==> config.mk <==
export PLATFORM = sky130hd
export DESIGN_NAME = uart_tx_queued
export DESIGN_NICKNAME = d
export VERILOG_FILES = /design/src/rtl/uart_txq_pkg.sv /design/src/rtl/txq_fifo.sv /design/src/rtl/txq_shifter.sv /design/src/rtl/uart_tx_queued.sv
export SDC_FILE = /design/constraint.sdc
export NUM_CORES = 1
export LEC_CHECK = 0
export ABC_AREA = 1
export BUFFER_PORTS_ARGS = -buffer_cell sky130_fd_sc_hd__buf_2
export CAP_MARGIN = 20
export CORE_ASPECT_RATIO = 2
export CORE_MARGIN = 1.5
export CORE_UTILIZATION = 60
export CTS_CLUSTER_DIAMETER = 100
export CTS_CLUSTER_SIZE = 10
export DETAILED_ROUTE_END_ITERATION = 16
export PLACE_DENSITY_LB_ADDON = 0.08
export SYNTH_ARGS = -nofsm -noshare
export SYNTH_HDL_FRONTEND = slang
export SYNTH_SLANG_ARGS = --single-unit
export TNS_END_PERCENT = 30
==> constraint.sdc <==
create_clock -name clk -period 2.6 [get_ports clk]
set_input_delay 0.26 -clock clk [delete_from_list [all_inputs] [get_ports clk]]
set_output_delay 0.26 -clock clk [all_outputs]
set_load 0.02 [all_outputs]
==> src/rtl/uart_txq_pkg.sv <==
package uart_txq_pkg;

  // Serial framing: start + data + stop
  localparam int BYTE_W     = 8;
  localparam int FRAME_BITS = BYTE_W + 2;

  typedef enum logic {
    SH_IDLE  = 1'b0,
    SH_FRAME = 1'b1
  } shift_state_e;

endpackage

==> src/rtl/txq_fifo.sv <==
module txq_fifo #(
  parameter int WIDTH = 8,
  parameter int DEPTH = 16
) (
  input  logic             clk,
  input  logic             rst,
  input  logic             wr_en,
  input  logic [WIDTH-1:0] wr_data,
  input  logic             rd_en,
  output logic [WIDTH-1:0] rd_data,
  output logic             empty,
  output logic             full
);

  localparam int AW = (DEPTH > 1) ? $clog2(DEPTH) : 1;
  localparam int CW = $clog2(DEPTH + 1);

  logic [WIDTH-1:0] slot_q [DEPTH];
  logic [AW-1:0]    wr_ptr_q;
  logic [AW-1:0]    rd_ptr_q;
  logic [CW-1:0]    count_q;

  function automatic logic [AW-1:0] advance(input logic [AW-1:0] p);
    if (p == AW'(DEPTH - 1)) return '0;
    return p + 1'b1;
  endfunction

  // Storage: only the slot under the write pointer takes the new byte
  always_ff @(posedge clk) begin
    for (int i = 0; i < DEPTH; i++) begin
      if (wr_en && (wr_ptr_q == AW'(i))) slot_q[i] <= wr_data;
    end
  end

  always_ff @(posedge clk) begin
    if (rst) begin
      wr_ptr_q <= '0;
      rd_ptr_q <= '0;
      count_q  <= '0;
    end else begin
      if (wr_en) wr_ptr_q <= advance(wr_ptr_q);
      if (rd_en) rd_ptr_q <= advance(rd_ptr_q);
      case ({wr_en, rd_en})
        2'b10:   count_q <= count_q + 1'b1;
        2'b01:   count_q <= count_q - 1'b1;
        default: count_q <= count_q;
      endcase
    end
  end

  assign rd_data = slot_q[rd_ptr_q];
  assign empty   = (count_q == '0);
  assign full    = (count_q == CW'(DEPTH));

  AST_RESET_EMPTY: assert property (@(posedge clk)
    rst |=> empty);
  AST_FULL_HOLDS: assert property (@(posedge clk) disable iff (rst)
    (full && !rd_en) |=> full);
  AST_POP_NONEMPTY: assert property (@(posedge clk) disable iff (rst)
    rd_en |-> !empty);
  AST_PUSH_POP_STEADY: assert property (@(posedge clk) disable iff (rst)
    (wr_en && rd_en) |=> $stable(count_q));

endmodule

==> src/rtl/txq_shifter.sv <==
module txq_shifter
  import uart_txq_pkg::*;
#(
  parameter int WIDTH = 8
) (
  input  logic             clk,
  input  logic             rst,
  input  logic             tick,
  input  logic             have_data,
  input  logic [WIDTH-1:0] head_data,
  output logic             take,
  output logic             tx
);

  localparam int LAST = WIDTH + 1;            // index of the stop bit
  localparam int CNTW = $clog2(LAST + 1);

  shift_state_e     state_q;
  logic [WIDTH:0]   sreg_q;                   // data bits plus stop bit
  logic [CNTW-1:0]  bit_q;
  logic             tx_q;
  logic             frame_end;

  assign frame_end = (state_q == SH_FRAME) && (bit_q == CNTW'(LAST));
  // Load from the queue head when idle or when the stop bit is ending
  assign take = tick && have_data && ((state_q == SH_IDLE) || frame_end);

  always_ff @(posedge clk) begin
    if (rst) begin
      state_q <= SH_IDLE;
      sreg_q  <= '1;
      bit_q   <= '0;
      tx_q    <= 1'b1;
    end else if (tick) begin
      if (take) begin
        state_q <= SH_FRAME;
        sreg_q  <= {1'b1, head_data};
        bit_q   <= '0;
        tx_q    <= 1'b0;
      end else if (frame_end) begin
        state_q <= SH_IDLE;
        tx_q    <= 1'b1;
      end else if (state_q == SH_FRAME) begin
        tx_q    <= sreg_q[0];
        sreg_q  <= {1'b1, sreg_q[WIDTH:1]};
        bit_q   <= bit_q + 1'b1;
      end
    end
  end

  assign tx = tx_q;

  AST_RESET_LINE_HIGH: assert property (@(posedge clk)
    rst |=> tx);
  AST_STEADY_BETWEEN_TICKS: assert property (@(posedge clk) disable iff (rst)
    !tick |=> $stable(tx));
  AST_LOAD_START_LOW: assert property (@(posedge clk) disable iff (rst)
    take |=> !tx);
  AST_IDLE_HIGH: assert property (@(posedge clk) disable iff (rst)
    (state_q == SH_IDLE) |-> tx);

endmodule

==> src/rtl/uart_tx_queued.sv <==
module uart_tx_queued
  import uart_txq_pkg::*;
#(
  parameter int DEPTH = 16
) (
  input  logic              clk,
  input  logic              rst,
  input  logic [BYTE_W-1:0] in_data,
  input  logic              in_valid,
  output logic              in_ready,
  input  logic              baud_tick,
  output logic              tx_line
);

  logic              push;
  logic              pop;
  logic              q_empty;
  logic              q_full;
  logic [BYTE_W-1:0] q_head;

  assign in_ready = !q_full;
  assign push     = in_valid && in_ready;

  txq_fifo #(
    .WIDTH (BYTE_W),
    .DEPTH (DEPTH)
  ) u_queue (
    .clk     (clk),
    .rst     (rst),
    .wr_en   (push),
    .wr_data (in_data),
    .rd_en   (pop),
    .rd_data (q_head),
    .empty   (q_empty),
    .full    (q_full)
  );

  txq_shifter #(
    .WIDTH (BYTE_W)
  ) u_shift (
    .clk       (clk),
    .rst       (rst),
    .tick      (baud_tick),
    .have_data (!q_empty),
    .head_data (q_head),
    .take      (pop),
    .tx        (tx_line)
  );

  AST_NO_OVERFLOW: assert property (@(posedge clk) disable iff (rst)
    (q_full && !pop) |=> !in_ready);
  AST_ACCEPT_NEEDS_VALID: assert property (@(posedge clk) disable iff (rst)
    (!in_valid && q_empty && !pop) |=> q_empty);

endmodule

# Word-level counts from Yosys, hierarchy flattened
# Memory sizes are Yosys's and may differ from the RTL's. A register that Yosys moved wholly into a read port is not among the register bits.
# Cells that the tools add are included.
[word_totals]
reg_bits = 28
inputBits = 12
ramBits = 128
memories = 1
elab_cells = 183
out_inout_bits = 2
[op_classes]
n_mux = 101
n_addsub = 5
n_bitwise = 1
eq_ne = 21
n_reduce_logical = 47
[mem_list]
columns = ["memory", "depth", "word_bits", "read_ports", "rd_ports_with_merged_regs", "wr", "line_no", "source"]
rows = [
  ["u_queue.slot_q", 16, 8, 1, 1, 1, "txq_fifo.sv:18", "logic [WIDTH-1:0] slot_q [DEPTH];"],
]
[op_table]
columns = ["op", "n"]
rows = [
  ["$mux 8", 15],
  ["$reduce_or 8->1", 15],
  ["$mux 4", 24],
  ["$mux 1", 58],
  ["$eq 4x4->1 const B", 10],
  ["$mux 9", 3],
  ["$logic_and 1x1->1", 20],
  ["$eq 4x3->1 const B", 4],
  ["$add 4x1->4 const B", 3],
  ["$pmux 5 s2", 1],
  ["$eq 4x2->1 const B", 2],
  ["$reduce_bool 2->1", 3],
  ["$add 5x1->5 const B", 1],
  ["$eq 5x5->1 const B", 1],
  ["$logic_not 5->1", 1],
  ["$sub 5x1->5 const B", 1],
  ["$eq 4x1->1 const B", 1],
  ["$logic_not 4->1", 1],
  ["$reduce_and 2->1", 2],
  ["$reduce_and 3->1", 1],
  ["$reduce_bool 3->1", 1],
  ["$eq 2x1->1 const B", 1],
  ["$eq 2x2->1 const B", 1],
  ["$logic_not 1->1", 2],
  ["3 further kinds", 3],
]

# Longest topological paths before layout
# Gate-level depths: netlist of the first run.
[logic_depth]
ltp_word = 22
mapped_depth = 21
depth_no_buf = 19

# By module
# A second synthesis of the first run with hierarchy kept.
[unflattened]
cells_unflattened = 654
area_unflattened_um2 = 6939.2
[modules_own_cells]
columns = ["module", "area_per_inst_um2", "instances", "seq_area_each_um2", "cells_each"]
rows = [
  ["txq_fifo", 6164.7, 1, 4184.0, 540],
  ["txq_shifter", 757.0, 1, 280.3, 110],
  ["uart_tx_queued", 17.5, 1, 0.0, 4],
]

# Worst setup path before layout of the first run
# Ideal clock, no wire load.
[synth_timing]
path_type = "register to register"
from = "reg u_shift.bit_q[0]"
to = "reg u_queue.count_q[4]"
path_stages_with_launch = 21
period_less_slack_ps = 2309
arrival_ps = 2239
required_ps = 2530
setup_slack_ps = 291
setup_time_ps = 70
n_path_buf = 2
cell_sequence = "dfxtp_1 -> ha_1 -> nand2_1 -> nor2_4 -> inv_4 -> nand2_8 -> inv_4 -> nor2_8 -> buf_6 -> ha_1 -> buf_2 -> xor2_1 -> ha_1 -> inv_1 -> nand2_1 -> nand3_1 -> nand2_1 -> nand2_1 -> nand2_1 -> nand2_1 -> a21oi_1"
[synth_between]
elab_chain_cells = 6
elab_cells_between_ends = 8
classes_between = "3 x eq/ne; 1 x mux; 4 x reduce/logical"
[synth_rtl]
columns = ["item", "line_no", "source"]
rows = [
  ["start, declared", "txq_shifter.sv:20", "logic [CNTW-1:0] bit_q;"],
  ["start signal, assigned", "txq_shifter.sv:46", "bit_q <= bit_q + 1'b1;"],
  ["$eq 4x4->1 (*)", "txq_shifter.sv:24", "assign frame_end = (state_q == SH_FRAME) && (bit_q == CNTW'(LAST));"],
  ["$logic_and 1x1->1 (*)", "txq_shifter.sv:24", ""],
  ["$logic_or 1x1->1 (*)", "txq_shifter.sv:26", "assign take = tick && have_data && ((state_q == SH_IDLE) || frame_end);"],
  ["$logic_and 1x1->1 (*)", "txq_shifter.sv:26", ""],
  ["named net pop", "uart_tx_queued.sv:16", "logic pop;"],
  ["$eq 2x1->1 / $eq 2x2->1 (equally long branches)", "txq_fifo.sv:43", "case ({wr_en, rd_en})"],
  ["$pmux 5 s2 / $reduce_bool 2->1 (equally long branches)", "-", ""],
  ["end signal, assigned", "txq_fifo.sv:44", "2'b10: count_q <= count_q + 1'b1;"],
  ["end signal, assigned", "txq_fifo.sv:45", "2'b01: count_q <= count_q - 1'b1;"],
  ["end signal, assigned", "txq_fifo.sv:46", "default: count_q <= count_q;"],
  ["end, declared", "txq_fifo.sv:21", "logic [CW-1:0] count_q;"],
]
# The timed path passes the listed nets; every way through them passes the cells marked *.
# A chain may end at the register's enable or synchronous reset.

# Worst setup path in the final report of the first run
[layout_timing]
from = "reg u_shift.bit_q[0]"
to = "reg u_queue.count_q[4]"
[layout_between]
elab_chain_cells = 6
elab_cells_between_ends = 8
classes_between = "3 x eq/ne; 1 x mux; 4 x reduce/logical"
[layout_rtl]
columns = ["item", "line_no"]
rows = [
  ["$eq 4x4->1 (*)", "txq_shifter.sv:24"],
  ["$logic_and 1x1->1 (*)", "txq_shifter.sv:24"],
  ["$logic_or 1x1->1 (*)", "txq_shifter.sv:26"],
  ["$logic_and 1x1->1 (*)", "txq_shifter.sv:26"],
  ["$eq 2x1->1 / $eq 2x2->1 (equally long branches)", "txq_fifo.sv:43"],
  ["$pmux 5 s2 / $reduce_bool 2->1 (equally long branches)", "-"],
]
# Mark *: on every way between the ends. The rest lies on a longest branch, timed or not.

==> results of run 1 <==
cell usage after synthesis:
| library cell | number | area, um^2 |
|---|---|---|
| sky130_fd_sc_hd__a21boi_0 | 1 | 7.51 |
| sky130_fd_sc_hd__a21oi_1 | 13 | 65.1 |
| sky130_fd_sc_hd__a21oi_2 | 1 | 8.76 |
| sky130_fd_sc_hd__buf_1 | 1 | 3.75 |
| sky130_fd_sc_hd__buf_2 | 21 | 105 |
| sky130_fd_sc_hd__buf_4 | 1 | 7.51 |
| sky130_fd_sc_hd__buf_6 | 3 | 33.8 |
| sky130_fd_sc_hd__clkbuf_1 | 5 | 18.8 |
| sky130_fd_sc_hd__dfxtp_1 | 31 | 621 |
| sky130_fd_sc_hd__edfxtp_1 | 128 | 3840 |
| sky130_fd_sc_hd__ha_1 | 10 | 125 |
| sky130_fd_sc_hd__inv_1 | 109 | 409 |
| sky130_fd_sc_hd__inv_2 | 7 | 26.3 |
| sky130_fd_sc_hd__inv_4 | 2 | 12.5 |
| sky130_fd_sc_hd__nand2_1 | 262 | 983 |
| sky130_fd_sc_hd__nand2_2 | 4 | 25.0 |
| sky130_fd_sc_hd__nand2_4 | 1 | 11.3 |
| sky130_fd_sc_hd__nand2_8 | 1 | 20.0 |
| sky130_fd_sc_hd__nand3_1 | 99 | 495 |
| sky130_fd_sc_hd__nand3_2 | 1 | 10.0 |
| sky130_fd_sc_hd__nand3b_1 | 1 | 7.51 |
| sky130_fd_sc_hd__nand3b_2 | 1 | 11.3 |
| sky130_fd_sc_hd__nand4_1 | 1 | 6.26 |
| sky130_fd_sc_hd__nand4_2 | 1 | 12.5 |
| sky130_fd_sc_hd__nor2_1 | 27 | 101 |
| sky130_fd_sc_hd__nor2_2 | 2 | 12.5 |
| sky130_fd_sc_hd__nor2_4 | 1 | 11.3 |
| sky130_fd_sc_hd__nor2_8 | 1 | 20.0 |
| sky130_fd_sc_hd__nor3_1 | 2 | 10.0 |
| sky130_fd_sc_hd__nor3b_1 | 1 | 7.51 |
| sky130_fd_sc_hd__o2111ai_1 | 1 | 8.76 |
| sky130_fd_sc_hd__o21ai_0 | 8 | 40.0 |
| sky130_fd_sc_hd__o21ai_1 | 6 | 30.0 |
| sky130_fd_sc_hd__o21ai_4 | 1 | 16.3 |
| sky130_fd_sc_hd__xnor2_1 | 2 | 17.5 |
| sky130_fd_sc_hd__xor2_1 | 3 | 26.3 |
per-layer routing:
layer / up-vias / routed length [um] / global-route usage, %
met5: - / 0 / 0
met4: 0 / 635 / 12.1
met3: 35 / 610 / 5.48
met2: 160 / 8780 / 49.4
met1: 2317 / 5630 / 29.7
li1: 2468 / - / -
flip-flops by register name, summed over array words and instances (netlist names), named ones only:
register	count
u_queue.count_q	5
u_queue.rd_ptr_q	4
u_queue.slot_q	128
u_queue.wr_ptr_q	4
u_shift.bit_q	4
u_shift.sreg_q	8
u_shift.state_q	1
u_shift.tx	1
power groups by stage:
stage / logic (uW) / clock network (uW) / registers, uW
2_1_floorplan: 1610 / 0 / 3080
3_3_place_gp: 2100 / 0 / 3100
3_5_place_dp: 2160 / 0 / 3110
4_1_cts: 2180 / 2510 / 3060
5_1_grt: 2460 / 2620 / 3070
6_report: 2200 / 2490 / 3060
logic make-up after synthesis:
group | Yosys count | share of synthesized area, %
AOI/OAI and AO/OA | 31 | 2.46
xor gates and xnor gates | 5 | 0.611
adders and majority gates | 10 | 1.74
and+or+nand+nor | 406 | 24.3
DFF | 159 | 62.2
buffers and inverters | 149 | 8.60
layout make-up:
class / instances / area [um^2]
Sequential cell: 159 / 4470
Fill cell: 873 / 3650
Multi-Input combinational cell: 452 / 2090
Clock buffer: 19 / 453
Inverter: 118 / 448
Timing Repair Buffer: 33 / 260
Tap cell: 145 / 181
Clock inverter: 13 / 154
how the worst min path moves through the flow:
stage | endpoint | slack [ns] | cells past startpoint | start
after global placement | u_shift.bit_q[1] | 0.48 | 2 | u_shift.bit_q[1]
final | u_queue.count_q[4] | 0.15 | 2 | rst
after detailed placement | u_shift.bit_q[1] | 0.50 | 2 | u_shift.bit_q[1]
after floorplan | u_queue.slot_q[0][0] | 0.36 | 0 | in_data[0]
after global routing | u_queue.count_q[4] | 0.15 | 2 | rst
after CTS | u_shift.tx | 0.15 | 3 | baud_tick
per-stage QoR:
step                      std cells  area, um^2  setup WS [ns]  hold WS (ns)  total power [uW]
after detailed placement        906        7420          0.184         0.495              5270
after global placement          906        7420          0.309         0.476              5200
final                           939        8060          0.249         0.150              7750
after floorplan                 760        7170          0.291         0.359              4680
after global routing            939        8060         0.0223         0.150              8160
after CTS                       938        8030          0.162         0.150              7750
==> run summary, run 1 <==
Timing
* **final worst path period need** 2.35 ns
* **unrepaired setup endpoints after global routing** false
* **setup tns final** 0 ns
* **Final Max Tran Viols** 0
* **worst slew pin tran** 0.751 ns
* **maximum clock rate** 425 MHz
* **final setup violation count** 0
* **Fin. Hold Viols** 0
* **final critical-path share of the clock period** 90.4%
* **normalized max-slew margin** 49.7%
* **Layout Skew** 0.00862 ns

Global routing
* **first-pass GRT wire length** 24800 um
* **number of global-route vias before repair** 4885
* **number of antenna violations at the first check in global routing** 0
* **Tot GR Track Use** 27.1%
* **aggregate global routing overflow** 0
* **pin count of the biggest net entering global routing** 65

Floorplanning
* **Std-Cell Rows** 56
* **number of top-level pins** 14
* **height of the die** 158 um
* **initial standard-cell utilization of the core** 61.3%
* **Die X** 80.3 um
* **Die Area** 0.0127 mm^2
* **Core Footprint** 0.0117 mm^2

Worst setup path
* **CP bufs+invs** 3
* **required time reported for the critical path endpoint** 2.96 ns
* **Reg2Reg Capture Point** u_queue.count_q[4]
* **endpoint of the worst setup timing path** u_queue.count_q[4]
* **critical-path maximum fanout** 6
* **WP depth** 18
* **cell class contributing the biggest share of worst-path delay** simple AND/OR/NAND/NOR gates
* **Arrival @ worst endpoint** 2.71 ns
* **max incr delay on CP** 0.40 ns
* **launch point of the worst path** u_shift.bit_q[0]
* **standard cell with the maximum stage delay on the critical path** sky130_fd_sc_hd__dfxtp_1
* **worst reg2reg startpoint** u_shift.bit_q[0]
* **depth of the worst register-to-register path** 18
* **cell seen most often among critical-path stages** sky130_fd_sc_hd__nand2_1
* **category of the worst setup path launch point** register
* **ordered cell list for the critical path** ha_1 > nand2_1 > nor2_4 > inv_4 > nand2_8 > inv_4 > nor2_8 > ha_2 > xor2_1 > ha_1 > inv_1 > nand2_1 > nand3_1 > nand2_1 > nand2_1 > nand2_1 > nand2_1 > a21oi_1
* **category of the critical setup timing path** register to register
* **worst-case register-to-register setup slack** 0.25 ns
* **CP endpoint kind** register

Yosys
* **flip-flop and latch count after synthesis** 159
* **warnings from Yosys** 0
* **Distinct cells, synth** 36
* **Synthesized Nets** 782
* **Post-Syn Area** 0.00717 mm^2
* **cell count after synthesis** 760
* **synthesized area per cell** 9.44 um^2
* **fraction of the yosys area taken by sequential cells** 62.2%

Clock network
* **CTS Sinks** 159
* **clock buffers created by TritonCTS** 17
* **Resized cells post-CTS** 0
* **post-CTS setup buffer count** 0
* **clk buf depth** 2
* **CTS tree** built
* **clock-pin slew on the worst setup and hold paths** 0.06 ns
* **CTS Hold Buffers Added** 0
* **root buffer selected by CTS** sky130_fd_sc_hd__clkbuf_16
* **level count of the clock H-tree** 4
* **worst-skew pair later-pin latency** 0.42 ns

Pwr
* **power per cell area** 962 mW/mm^2
* **leakage power of the design** 0.00356 uW
* **Clk pwr share** 32.1%
* **Psw** 2630 uW
* **portion of total power attributed to sequential cells** 39.5%
* **switch share** 34.0%
* **Combinational Power Share** 28.4%
* **Max IR drop VDD** 0.748 mV
* **Power Internal** 5110 uW

Run status
* **run status** finished, final reports clean

Placement
* **last weighted congestion value of the routability-driven placer** 0.850
* **I/O Buffers** 13
* **Post-DP HPWL** 10500 um

Final layout
* **count of antenna diodes in the layout** 0
* **fraction of final layout cells sized beyond drive strength 1** 11.5%
* **Layout Area Growth over Synthesis** 12.3%
* **most common cell after layout, fill and taps aside** sky130_fd_sc_hd__nand2_1
* **Final Net Count** 803
* **utilization of the core after routing** 68.8%
* **commonest cells after routing, fill and taps aside** sky130_fd_sc_hd__nand2_1, sky130_fd_sc_hd__edfxtp_1, sky130_fd_sc_hd__inv_1, sky130_fd_sc_hd__nand3_1, sky130_fd_sc_hd__dfxtp_1

Route
* **DR iter-0 viols** 438
* **drt wl/cell** 16.7 um
* **vias after detailed routing** 4980
* **total wirelength of the detailed-routed design** 15700 um
* **router iterations before antenna repair** 5
* **post-route DRC violation count** 0
* **Routed Antenna Nets** 0
* **routed via count divided by cell count** 5.30

Flow run
* **count of maximum capacitance violations** 0

Min path
* **kind of path behind the tightest hold check** input port to register

No activity file was read; power rests on OpenSTA's default activity.
==> run 2, diff against run 1 <==
--- a/config.mk
+++ b/config.mk
@@ -8,9 +8,11 @@
 export ABC_AREA = 1
 export BUFFER_PORTS_ARGS = -buffer_cell sky130_fd_sc_hd__buf_2
 export CAP_MARGIN = 20
+export CELL_PAD_IN_SITES_DETAIL_PLACEMENT = 1
+export CELL_PAD_IN_SITES_GLOBAL_PLACEMENT = 1
 export CORE_ASPECT_RATIO = 2
 export CORE_MARGIN = 1.5
-export CORE_UTILIZATION = 60
+export CORE_UTILIZATION = 49
 export CTS_CLUSTER_DIAMETER = 100
 export CTS_CLUSTER_SIZE = 10
 export DETAILED_ROUTE_END_ITERATION = 16
==> run summary, run 2 (synthesized netlist as in run 1, its figures left out) <==
Timing
* **Layout Skew** 0.0112 ns, was 0.00862 ns
* **Fin. Hold Viols** 0, unchanged
* **Final Max Tran Viols** 0, unchanged
* **setup tns final** 0 ns, unchanged
* **final setup violation count** 0, unchanged
* **final critical-path share of the clock period** 90.3%, was 90.4%
* **maximum clock rate** 426 MHz, was 425 MHz
* **final worst path period need** 2.35 ns, about the same
* **normalized max-slew margin** 51.2%, was 49.7%
* **unrepaired setup endpoints after global routing** false, unchanged
* **worst slew pin tran** 0.731 ns, was 0.751 ns

Clock network
* **post-CTS setup buffer count** 0, unchanged
* **clk buf depth** 2, unchanged
* **worst-skew pair later-pin latency** 0.43 ns, was 0.42 ns
* **root buffer selected by CTS** sky130_fd_sc_hd__clkbuf_16, unchanged
* **CTS tree** built, unchanged
* **CTS Hold Buffers Added** 0, unchanged
* **level count of the clock H-tree** 4, unchanged
* **clock-pin slew on the worst setup and hold paths** 0.06 ns, about the same
* **clock buffers created by TritonCTS** 17, unchanged
* **CTS Sinks** 159, unchanged

Pwr
* **Max IR drop VDD** 0.675 mV, was 0.748 mV
* **Psw** 2690 uW, was 2630 uW
* **power per cell area** 974 mW/mm^2, was 962 mW/mm^2
* **portion of total power attributed to sequential cells** 38.6%, was 39.5%
* **leakage power of the design** 0.00358 uW, was 0.00356 uW
* **switch share** 34.0%, about the same
* **Power Internal** 5240 uW, was 5110 uW
* **Combinational Power Share** 28.3%, was 28.4%
* **Clk pwr share** 33.1%, was 32.1%
* **Total Power Consumption** 7930 uW, was 7750 uW

Flow run
* **count of maximum capacitance violations** 0, unchanged

Route
* **post-route DRC violation count** 0, unchanged
* **DR iter-0 viols** 221, was 438
* **total wirelength of the detailed-routed design** 18700 um, was 15700 um
* **vias after detailed routing** 5211, was 4980
* **router iterations before antenna repair** 5, unchanged
* **drt wl/cell** 18.9 um, was 16.7 um
* **Routed Antenna Nets** 0, unchanged
* **routed via count divided by cell count** 5.27, was 5.30

Worst setup path
* **Reg2Reg Capture Point** u_queue.count_q[4], unchanged
* **depth of the worst register-to-register path** 18, unchanged
* **worst-case register-to-register setup slack** 0.25 ns, about the same
* **Arrival @ worst endpoint** 2.70 ns, was 2.71 ns
* **category of the worst setup path launch point** register, unchanged
* **critical-path maximum fanout** 6, unchanged
* **category of the critical setup timing path** register to register, unchanged
* **CP endpoint kind** register, unchanged
* **required time reported for the critical path endpoint** 2.96 ns, about the same
* **worst reg2reg startpoint** u_shift.bit_q[0], unchanged

Floorplanning
* **number of top-level pins** 14, unchanged
* **height of the die** 174 um, was 158 um
* **initial standard-cell utilization of the core** 50.0%, was 61.3%
* **Die Area** 0.0154 mm^2, was 0.0127 mm^2
* **Die X** 88.5 um, was 80.3 um
* **Std-Cell Rows** 62, was 56
* **Core Footprint** 0.0144 mm^2, was 0.0117 mm^2

Global routing
* **pin count of the biggest net entering global routing** 34, was 65
* **number of antenna violations at the first check in global routing** 0, unchanged
* **Tot GR Track Use** 26.5%, was 27.1%
* **aggregate global routing overflow** 0, unchanged
* **number of global-route vias before repair** 5770, was 4885
* **first-pass GRT wire length** 29900 um, was 24800 um

Min path
* **kind of path behind the tightest hold check** input port to register, unchanged
* **number of instances on the worst hold path** 2, unchanged
* **WHS Endpoint** u_queue.count_q[0], was u_queue.count_q[4]
* **Hold Path Origin** rst, unchanged

Run status
* **run status** finished, final reports clean, unchanged

Final layout
* **Final Net Count** 806, was 803
* **commonest cells after routing, fill and taps aside** sky130_fd_sc_hd__nand2_1, sky130_fd_sc_hd__edfxtp_1, sky130_fd_sc_hd__inv_1, sky130_fd_sc_hd__nand3_1, sky130_fd_sc_hd__dfxtp_1, unchanged
* **Layout Area Growth over Synthesis** 13.6%, was 12.3%
* **Largest Register** u_queue.slot_q, unchanged
* **most common cell after layout, fill and taps aside** sky130_fd_sc_hd__nand2_1, unchanged
* **count of antenna diodes in the layout** 0, unchanged
* **Largest register FFs** 128, unchanged
* **biggest registers after layout** u_queue.slot_q: 128 flops, u_shift.sreg_q: 8 flops, u_queue.count_q: 5 flops, unchanged
* **fraction of final layout cells sized beyond drive strength 1** 11.5%, about the same

Placement
* **Post-DP HPWL** 12500 um, was 10500 um
* **I/O Buffers** 13, unchanged
* **last weighted congestion value of the routability-driven placer** 0.821, was 0.850

run 2: worst max-delay path by stage:
| stage | from | endpoint | slack, ns | cells past startpoint |
|---|---|---|---|---|
| final | u_shift.bit_q[0] | u_queue.count_q[4] | 0.25 | 18 |
| after global routing | u_shift.bit_q[0] | u_queue.count_q[4] | 0.003 | 18 |
| after CTS | u_shift.bit_q[0] | u_queue.count_q[4] | 0.11 | 18 |
| after detailed placement | u_shift.bit_q[0] | u_queue.count_q[4] | 0.13 | 18 |
| after global placement | u_shift.bit_q[0] | u_queue.count_q[4] | 0.29 | 18 |
| after floorplan | u_shift.bit_q[0] | u_queue.count_q[4] | 0.29 | 20 |
run 2: timing repair:
action | CTS | global route
gates resized for setup | 0 | 2
endpoints found under the setup margin | 0 | 3
endpoints found under the hold margin | 0 | 0
run 2: power groups by stage:
stage | Sequential (uW) | Clock (uW) | Combinational (uW)
finish | 3060 | 2630 | 2250
global route | 3080 | 2740 | 2520
floorplan | 3080 | 0 | 1610
detailed placement | 3110 | 0 | 2200
global placement | 3090 | 0 | 2090
CTS | 3060 | 2660 | 2230
run 2: cell type report:
| cell class | count | area, um^2 |
|---|---|---|
| clock buffers | 18 | 429 |
| clock inverters | 14 | 190 |
| fillers | 1651 | 6210 |
| inverters | 118 | 448 |
| multi-input cells | 452 | 2100 |
| flip-flops and latches | 159 | 4470 |
| well taps | 192 | 240 |
| repair buffers | 36 | 270 |
run 2: metal layers:
layer | GRT usage, % | part of all wire [%]
met5 | 0 | 0
met4 | 13.3 | 4.3
met3 | 5.22 | 2.1
met2 | 49.1 | 57
met1 | 27.0 | 36
run 2: stage by stage:
step	std cells	setup WS [ns]	utilization, %	cell area (um^2)	hold WS (ns)
6_report	989	0.251	56.7	8140	0.153
2_1_floorplan	760	0.291	-	7170	0.359
4_1_cts	988	0.110	56.5	8110	0.134
5_1_grt	989	0.00321	56.7	8140	0.163
3_3_place_gp	956	0.290	52.2	7490	0.474
3_5_place_dp	956	0.133	52.2	7490	0.498
run 2: worst max-delay path, stage by stage (launching register included):
cell                      delay (ns)
sky130_fd_sc_hd__dfxtp_1        0.41
sky130_fd_sc_hd__ha_1           0.17
sky130_fd_sc_hd__nand2_1        0.08
sky130_fd_sc_hd__nor2_4         0.15
sky130_fd_sc_hd__inv_4          0.06
sky130_fd_sc_hd__nand2_8        0.07
sky130_fd_sc_hd__inv_4          0.05
sky130_fd_sc_hd__nor2_8         0.09
sky130_fd_sc_hd__ha_2           0.27
sky130_fd_sc_hd__xor2_2         0.18
sky130_fd_sc_hd__ha_1           0.17
sky130_fd_sc_hd__inv_1          0.04
sky130_fd_sc_hd__nand2_1        0.09
sky130_fd_sc_hd__nand3_1        0.10
sky130_fd_sc_hd__nand2_1        0.08
sky130_fd_sc_hd__nand2_1        0.05
sky130_fd_sc_hd__nand2_1        0.06
sky130_fd_sc_hd__nand2_1        0.04
sky130_fd_sc_hd__a21oi_1        0.11
